## src/rtl/shrot_pkg.sv

```systemverilog
package shrot_pkg;
  localparam int XLEN  = 64;
  localparam int NSIZE = 4;
  localparam int CNTW  = 6;
  localparam int SZW   = $clog2(NSIZE);

  typedef enum logic [2:0] {
    OP_SHL = 3'd0,
    OP_SHR = 3'd1,
    OP_SAR = 3'd2,
    OP_ROL = 3'd3,
    OP_ROR = 3'd4,
    OP_RCL = 3'd5,
    OP_RCR = 3'd6,
    OP_RSV = 3'd7
  } shop_e;

  // operand width in bits for a size code
  function automatic int op_width(logic [SZW-1:0] sz);
    return 8 << sz;
  endfunction

  // ones over the low operand-size bits
  function automatic logic [XLEN-1:0] lane_mask(logic [SZW-1:0] sz);
    return {XLEN{1'b1}} >> (XLEN - op_width(sz));
  endfunction

  // count as seen by the operation: 6 bits at full width, 5 otherwise
  function automatic logic [CNTW-1:0] mask_count(logic [SZW-1:0] sz, logic [CNTW-1:0] c);
    return (sz == SZW'(NSIZE - 1)) ? c : {1'b0, c[CNTW-2:0]};
  endfunction

  function automatic logic is_rotate(shop_e op);
    return (op == OP_ROL) || (op == OP_ROR) || (op == OP_RCL) || (op == OP_RCR);
  endfunction
endpackage

```

## src/rtl/shrot_count.sv

```systemverilog
module shrot_count
  import shrot_pkg::*;
(
  input  logic [SZW-1:0]  size,
  input  logic [CNTW-1:0] cnt,
  output logic [CNTW-1:0] amt,
  output logic            amt_zero
);
  always_comb begin
    amt      = mask_count(size, cnt);
    amt_zero = (amt == '0);
  end
endmodule

```

## src/rtl/shrot_lane.sv

```systemverilog
module shrot_lane
  import shrot_pkg::*;
#(
  parameter int W = 8
) (
  input  shop_e           op,
  input  logic [CNTW-1:0] amt,
  input  logic [W-1:0]    src,
  input  logic            cf_in,
  output logic [W-1:0]    res,
  output logic            cf_out
);
  localparam int LW   = $clog2(W);
  localparam int RING = W + 1;

  logic [W:0]       shl_t, shr_t, sar_t;
  logic [LW-1:0]    rot_n;
  logic [2*W-1:0]   rol_t, ror_t;
  logic [6:0]       ring_n;
  logic [W:0]       rcl_ring, rcr_ring;
  logic [2*W+1:0]   rcl_t, rcr_t;

  always_comb begin
    // plain shifts carry one extra bit to catch the bit shifted out
    shl_t = {1'b0, src} << amt;
    shr_t = {src, 1'b0} >> amt;
    sar_t = $signed({src, 1'b0}) >>> amt;

    // plain rotates: count modulo W
    rot_n = amt[LW-1:0];
    rol_t = {src, src} << rot_n;
    ror_t = {src, src} >> rot_n;

    // through-carry rotates: ring of W+1 bits, count modulo W+1
    ring_n   = 7'({1'b0, amt} % 7'(RING));
    rcl_ring = {cf_in, src};
    rcr_ring = {src, cf_in};
    rcl_t    = {rcl_ring, rcl_ring} << ring_n;
    rcr_t    = {rcr_ring, rcr_ring} >> ring_n;

    res    = src;
    cf_out = cf_in;
    case (op)
      OP_SHL: begin res = shl_t[W-1:0];       cf_out = shl_t[W];        end
      OP_SHR: begin res = shr_t[W:1];         cf_out = shr_t[0];        end
      OP_SAR: begin res = sar_t[W:1];         cf_out = sar_t[0];        end
      OP_ROL: begin res = rol_t[2*W-1:W];     cf_out = rol_t[W];        end
      OP_ROR: begin res = ror_t[W-1:0];       cf_out = ror_t[W-1];      end
      OP_RCL: begin res = rcl_t[2*W:W+1];     cf_out = rcl_t[2*W+1];    end
      OP_RCR: begin res = rcr_t[W:1];         cf_out = rcr_t[0];        end
      default: begin res = src;               cf_out = cf_in;           end
    endcase
  end
endmodule

```

## src/rtl/shrot_merge.sv

```systemverilog
module shrot_merge
  import shrot_pkg::*;
(
  input  shop_e                      op,
  input  logic [SZW-1:0]             size,
  input  logic                       amt_zero,
  input  logic [NSIZE-1:0][XLEN-1:0] lane_res,
  input  logic [NSIZE-1:0]           lane_cf,
  input  logic [XLEN-1:0]            dst_old,
  input  logic                       cf_in,
  output logic                       keep_dst,
  output logic [XLEN-1:0]            bmask,
  output logic [XLEN-1:0]            nxt_res,
  output logic                       nxt_cf
);
  logic [XLEN-1:0] sel_res;

  always_comb begin
    keep_dst = (op == OP_RSV) || (is_rotate(op) && amt_zero);
    bmask    = lane_mask(size);
    sel_res  = lane_res[size];
    nxt_res  = keep_dst ? dst_old : ((dst_old & ~bmask) | (sel_res & bmask));
    nxt_cf   = (keep_dst || amt_zero) ? cf_in : lane_cf[size];
  end
endmodule

```

## src/rtl/shrot_unit.sv

```systemverilog
module shrot_unit
  import shrot_pkg::*;
(
  input  logic        clk,
  input  logic        rst_n,
  input  logic        in_valid,
  input  logic [2:0]  op,
  input  logic [1:0]  size,
  input  logic [63:0] src,
  input  logic [5:0]  cnt,
  input  logic        cf_in,
  input  logic [63:0] dst_old,
  output logic        out_valid,
  output logic [63:0] result,
  output logic        cf_out
);
  shop_e                      op_e;
  logic [CNTW-1:0]            amt;
  logic                       amt_zero;
  logic [NSIZE-1:0][XLEN-1:0] lane_res;
  logic [NSIZE-1:0]           lane_cf;
  logic                       keep_dst;
  logic [XLEN-1:0]            bmask;
  logic [XLEN-1:0]            nxt_res;
  logic                       nxt_cf;
  logic [5:0]                 msb_idx;

  assign op_e    = shop_e'(op);
  assign msb_idx = 6'(op_width(size) - 1);

  shrot_count u_count (
    .size     (size),
    .cnt      (cnt),
    .amt      (amt),
    .amt_zero (amt_zero)
  );

  for (genvar g = 0; g < NSIZE; g++) begin : g_lane
    localparam int LW_G = 8 << g;
    logic [LW_G-1:0] res_g;
    logic            cf_g;
    shrot_lane #(.W(LW_G)) u_lane (
      .op     (op_e),
      .amt    (amt),
      .src    (src[LW_G-1:0]),
      .cf_in  (cf_in),
      .res    (res_g),
      .cf_out (cf_g)
    );
    assign lane_res[g] = XLEN'(res_g);
    assign lane_cf[g]  = cf_g;
  end

  shrot_merge u_merge (
    .op       (op_e),
    .size     (size),
    .amt_zero (amt_zero),
    .lane_res (lane_res),
    .lane_cf  (lane_cf),
    .dst_old  (dst_old),
    .cf_in    (cf_in),
    .keep_dst (keep_dst),
    .bmask    (bmask),
    .nxt_res  (nxt_res),
    .nxt_cf   (nxt_cf)
  );

  always_ff @(posedge clk or negedge rst_n) begin
    if (!rst_n) begin
      out_valid <= 1'b0;
      result    <= '0;
      cf_out    <= 1'b0;
    end else begin
      out_valid <= in_valid;
      if (in_valid) begin
        result <= nxt_res;
        cf_out <= nxt_cf;
      end
    end
  end


  valid_lat_chk: assert property (@(posedge clk) disable iff (!rst_n)
    in_valid |=> out_valid);

  result_hold_chk: assert property (@(posedge clk) disable iff (!rst_n)
    !in_valid |=> ($stable(result) && $stable(cf_out) && !out_valid));

  upper_keep_chk: assert property (@(posedge clk) disable iff (!rst_n)
    in_valid |=> ((result & ~$past(bmask)) == ($past(dst_old) & ~$past(bmask))));

  rot_zero_chk: assert property (@(posedge clk) disable iff (!rst_n)
    (in_valid && is_rotate(op_e) && amt_zero) |=>
      (result == $past(dst_old) && cf_out == $past(cf_in)));

  shift_zero_cf_chk: assert property (@(posedge clk) disable iff (!rst_n)
    (in_valid && amt_zero) |=> (cf_out == $past(cf_in)));

  shr_fill_chk: assert property (@(posedge clk) disable iff (!rst_n)
    (in_valid && op_e == OP_SHR && !amt_zero) |=> (result[$past(msb_idx)] == 1'b0));

  sar_sign_chk: assert property (@(posedge clk) disable iff (!rst_n)
    (in_valid && op_e == OP_SAR) |=> (result[$past(msb_idx)] == $past(src[msb_idx])));

  rsv_pass_chk: assert property (@(posedge clk) disable iff (!rst_n)
    (in_valid && op_e == OP_RSV) |=>
      (result == $past(dst_old) && cf_out == $past(cf_in)));
endmodule

```

## config.mk

```make
export PLATFORM = sky130hd
export DESIGN_NAME = shrot_unit
export DESIGN_NICKNAME = d
export VERILOG_FILES = /design/src/rtl/shrot_pkg.sv /design/src/rtl/shrot_count.sv /design/src/rtl/shrot_lane.sv /design/src/rtl/shrot_merge.sv /design/src/rtl/shrot_unit.sv
export SDC_FILE = /design/constraint.sdc
export NUM_CORES = 2
export LEC_CHECK = 0
export ABC_AREA = 1
export ABC_CLOCK_PERIOD_IN_PS = 1100
export BUFFER_PORTS_ARGS = -buffer_cell sky130_fd_sc_hd__buf_2
export CORE_UTILIZATION = 45
export CTS_CLUSTER_SIZE = 8
export DETAILED_ROUTE_END_ITERATION = 12
export GPL_TIMING_DRIVEN = 1
export PLACE_DENSITY = 0.62
export SKIP_LAST_GASP = 1
export SYNTH_ARGS = -nofsm -noshare
export SYNTH_HDL_FRONTEND = slang
export SYNTH_HIERARCHICAL = 1
export SYNTH_SLANG_ARGS = --single-unit
```

## constraint.sdc

```tcl
create_clock -name clk -period 1.1 [get_ports clk]
set_clock_uncertainty 0.15 [all_clocks]
set_input_delay 0.11 -clock clk [delete_from_list [all_inputs] [get_ports clk]]
set_output_delay 0.11 -clock clk [all_outputs]
set_load 0.02 [all_outputs]
```

==> impl_results.md, run 1 <==
- Average size of a mapped cell: roughly 4.5 um^2
- Hpwl dp: 220,000 um
- Clk buf depth: 2
- YS warnings: 6
- All-Layer GR Usage: 0.729
- Die height: between 200 and 300 um
- Largest net degree at the start of global routing: 96
- Final Wtd Congestion: 1.26
- Synthesized area: 0.0395 mm^2
- Num CTS Buffers: 9
- Status: did not finish
- CTS root buffer: clkbuf_16
- I/O Buffers: between 200 and 250
- Die W: slightly below 300 um
- H-Tree Depth: 3
- Boundary Pins: about 210
- First error: [ERROR GRT-0116] Global routing finished with congestion. Check the congestion regions in the DRC Viewer.
- Number of global-route vias before repair: between 70,000 and 80,000
- Congestion Overflow GR: 140
- Post-DP Area: between 0.05 and 0.06 mm^2
- # rows: approximately 110
- Failed at: global routing
- First-pass GRT wire length: around 490,000 um
- Mapped Cells: between 8,000 and 9,000
- Starting density of the core: 0.454
## per-stage QoR
stage | hold slack [ns] | setup TNS, ns | cells | util | setup WS [ns]
floorplan | -0.336 | -88.35 | 8730 | - | -1.97
global placement | -0.144 | -151.16 | 11373 | 0.665 | -2.70
detailed placement | -0.136 | -154.73 | 11373 | 0.665 | -2.71
CTS | 0.00973 | -121.48 | 11568 | 0.735 | -2.09
## repair_timing
action | in CTS
gates cloned | 40
hold buffers | 57
setup endpoints to repair | 130
resized for setup | 780
pin swaps | 165
setup buffers | 82
endpoints found under the hold margin | 122
## layer usage
metal / track usage / overflow
met5: 0.0990 / 0
met4: 0.745 / 72
met3: 0.510 / 0
met2: 0.926 / 68
met1: 0.750 / 0
==> run 2, diff against run 1 <==
--- a/config.mk
+++ b/config.mk
@@ -8,11 +8,10 @@
 export ABC_AREA = 1
 export ABC_CLOCK_PERIOD_IN_PS = 1100
 export BUFFER_PORTS_ARGS = -buffer_cell sky130_fd_sc_hd__buf_2
-export CORE_UTILIZATION = 45
-export CTS_CLUSTER_SIZE = 8
+export CORE_UTILIZATION = 30
 export DETAILED_ROUTE_END_ITERATION = 12
 export GPL_TIMING_DRIVEN = 1
-export PLACE_DENSITY = 0.62
+export PLACE_DENSITY_LB_ADDON = 0.15
 export SKIP_LAST_GASP = 1
 export SYNTH_ARGS = -nofsm -noshare
 export SYNTH_HDL_FRONTEND = slang
==> run 2 against run 1 <==
Compared with the run above:
- the flow now finishes, with violations (negative setup slack)
- synthesized cell count did not move
- synthesized area did not move
==> impl_results.md, run 2 <==
- Status: finished, violations left (was did not finish)
- Failing checks: negative setup slack
- Total design power: 56.7 mW
- Largest regs: result: 64 flops, cf_out: 1 flops, out_valid: 1 flops
- Mapped Cells: 8,723 (unchanged)
- Int Power: around 24 mW
- Num CTS Buffers: 9 (unchanged)
- R2R setup slack: about 0.19 ns
- Gate power share: 0.895
- Slowest cell on the critical path: xor2_4
- Max FFs per register: 64
- Cell mode on critical path: nand2_1
- P_sw: 32.9 mW
- Max-slew headroom: 0.584
- Ratio of cells with drive above 1 in the final layout: 0.437
- Commonest cells after routing, fill and taps aside: nand2_1 (3,452), buf_4 (1,822), nand3_1 (868)
- Worst-path clk slew: around 0.07 ns
- # rows: 132 (was 108)
- Worst-Margin Slew: between 0.6 and 0.7 ns
- Hpwl dp: 262,000 um (was 220,000 um)
- Largest net degree at the start of global routing: 77
- DRT iter0 DRCs: 9,158
- Worst setup EP type: register
- Max Fclk: ~0.3 GHz
- Tcrit/Tclk final: 3.04
- Routed len/inst: roughly 28 um
- Final Wtd Congestion: 1.11 (was 1.26)
- I/O Buffers: 208 (unchanged)
- Worst skew pair latency: roughly 0.37 ns
- Worst setup SP type: input pin
- Die W: 365 um (was 298 um)
- Biggest register: result
- Die height: 365 um (was 298 um)
- Layout Nets: approximately 11,000
- Critical Path RT: around 1.2 ns
- Final setup vio count: roughly 130
- FF-to-FF path depth: 2
- R2r endpoint: result[26]
- Core Area: 0.130 mm^2
- Hold Path Class: input pin to async pin
- Worst hold slack: around 0.021 ns
- Number of global-route vias before repair: between 60,000 and 70,000
- First-pass GRT wire length: roughly 480,000 um
- DR pass1 iterations: 6
- Final antenna-violating net count: 0
- Max-cap violations: 0
- Clk sinks: 66
- Area growth syn-to-layout: 90.8%
- Most common cell after layout, fill and taps aside: nand2_1
- Clock Power Share: 0.052
- Max VDD drop: roughly 0.00081 V
- Drt total wl: 346,000 um
- Die area: 0.133 mm^2
- Finished Core Util: 0.580
- Sw Share: 0.579
- Boundary Pins: 209 (unchanged)
- CTS root buffer: clkbuf_16 (unchanged)
- Congestion Overflow GR: 0
- DRC violations left: 0
- Leakage dissipation: approximately 40 nW
- Fin. Hold Viols: 0
- Synthesized area: 0.0395 mm^2 (unchanged)
- Routed vias: about 73,000
- All-Layer GR Usage: 0.491
- Flop pwr share: 0.053
- Worst reg2reg startpoint: result[26]
- Starting density of the core: 0.304 (was 0.454)
- Worst setup margin: -2.24 ns
- Clk buf depth: 2 (unchanged)
- Arr. time, crit path: 3.45 ns
- Pwr dens: around 750 mW/mm^2
- Crit path largest cell delay: between 0.2 and 0.3 ns
- Initial antenna violation count: 26
- Unrepaired setup endpoints after global routing: true
- H-Tree Depth: 3 (unchanged)
- Critical path fanouts, max: 7
- Post-DP Area: 0.0610 mm^2 (was 0.0578 mm^2)
- CTS tree: yes
- Critical path class: input pin to register
- Average size of a mapped cell: 4.53 um^2 (unchanged)
- YS warnings: 6 (unchanged)
- Design Area, Final: 0.0753 mm^2
- Post-route minimum period: around 3.3 ns
- Max-slew violations: 0
- Via-to-Cell Ratio: around 5.8
==> run 2: critical path, delay by kind of cell <==
kind | cells | cell delay [ns]
AO/OA/AOI/OAI | 1 | 0.13
XOR/XNOR | 1 | 0.25
AND/OR/NAND/NOR | 18 | 1.77
buffers and inverters | 9 | 1.16
==> run 2: power groups by stage <==
stage	Clock [mW]	Combinational [mW]	Sequential (mW)
finish	2.95	50.8	3.01
CTS	2.98	45.2	3.00
detailed placement	0	39.7	3.04
floorplan	0	19.0	3.38
global route	3.06	52.8	3.04
global placement	0	39.7	3.04
==> run 2: area by class of cell <==
cell class              count  area (um^2)
repair buffers           2607        24200
multi-input cells        7672        45200
repair inverters            2         38.8
diodes                     12         30.0
clock inverters             7         53.8
inverters                 422         1740
flip-flops and latches     66         1650
clock buffers               9          225
fillers                 13205        54600
well taps                1742         2180
==> run 2: layer usage <==
layer  vias to the layer above  track usage  part of all wire
li1                      32729            -                 -
met1                     34078        0.569              0.36
met2                      4753        0.741              0.41
met3                      1572        0.122              0.11
met4                        20        0.452              0.12
met5                         -            0           0.00052
==> run 2: worst max path at each step <==
stage	from	endpoint	slack, ns
after floorplan	cnt[2]	result[14]	-1.97
after global placement	cnt[0]	cf_out	-2.75
after detailed placement	size[0]	result[1]	-2.69
after CTS	cnt[5]	result[5]	-2.03
after global routing	size[1]	result[6]	-2.34
final	cnt[5]	result[28]	-2.24
==> run 2: what timing repair did <==
action	in CTS	in global routing
gates resized for setup	1503	965
setup endpoints to repair	131	131
buffers inserted	113	115
gates cloned	31	17
endpoints found under the hold margin	127	0
pin swaps	398	407
hold buffers	62	0
==> run 2: stage by stage <==
step                      TNS [ns]  cells  setup WS (ns)
after floorplan             -88.35   8730          -1.97
after global placement     -152.15  12200          -2.75
after detailed placement   -151.82  12200          -2.69
after CTS                  -116.91  12417          -2.03
after global routing       -134.14  12530          -2.34
final                      -126.81  12539          -2.24
Note: power is estimated with default switching activity, not from simulation.
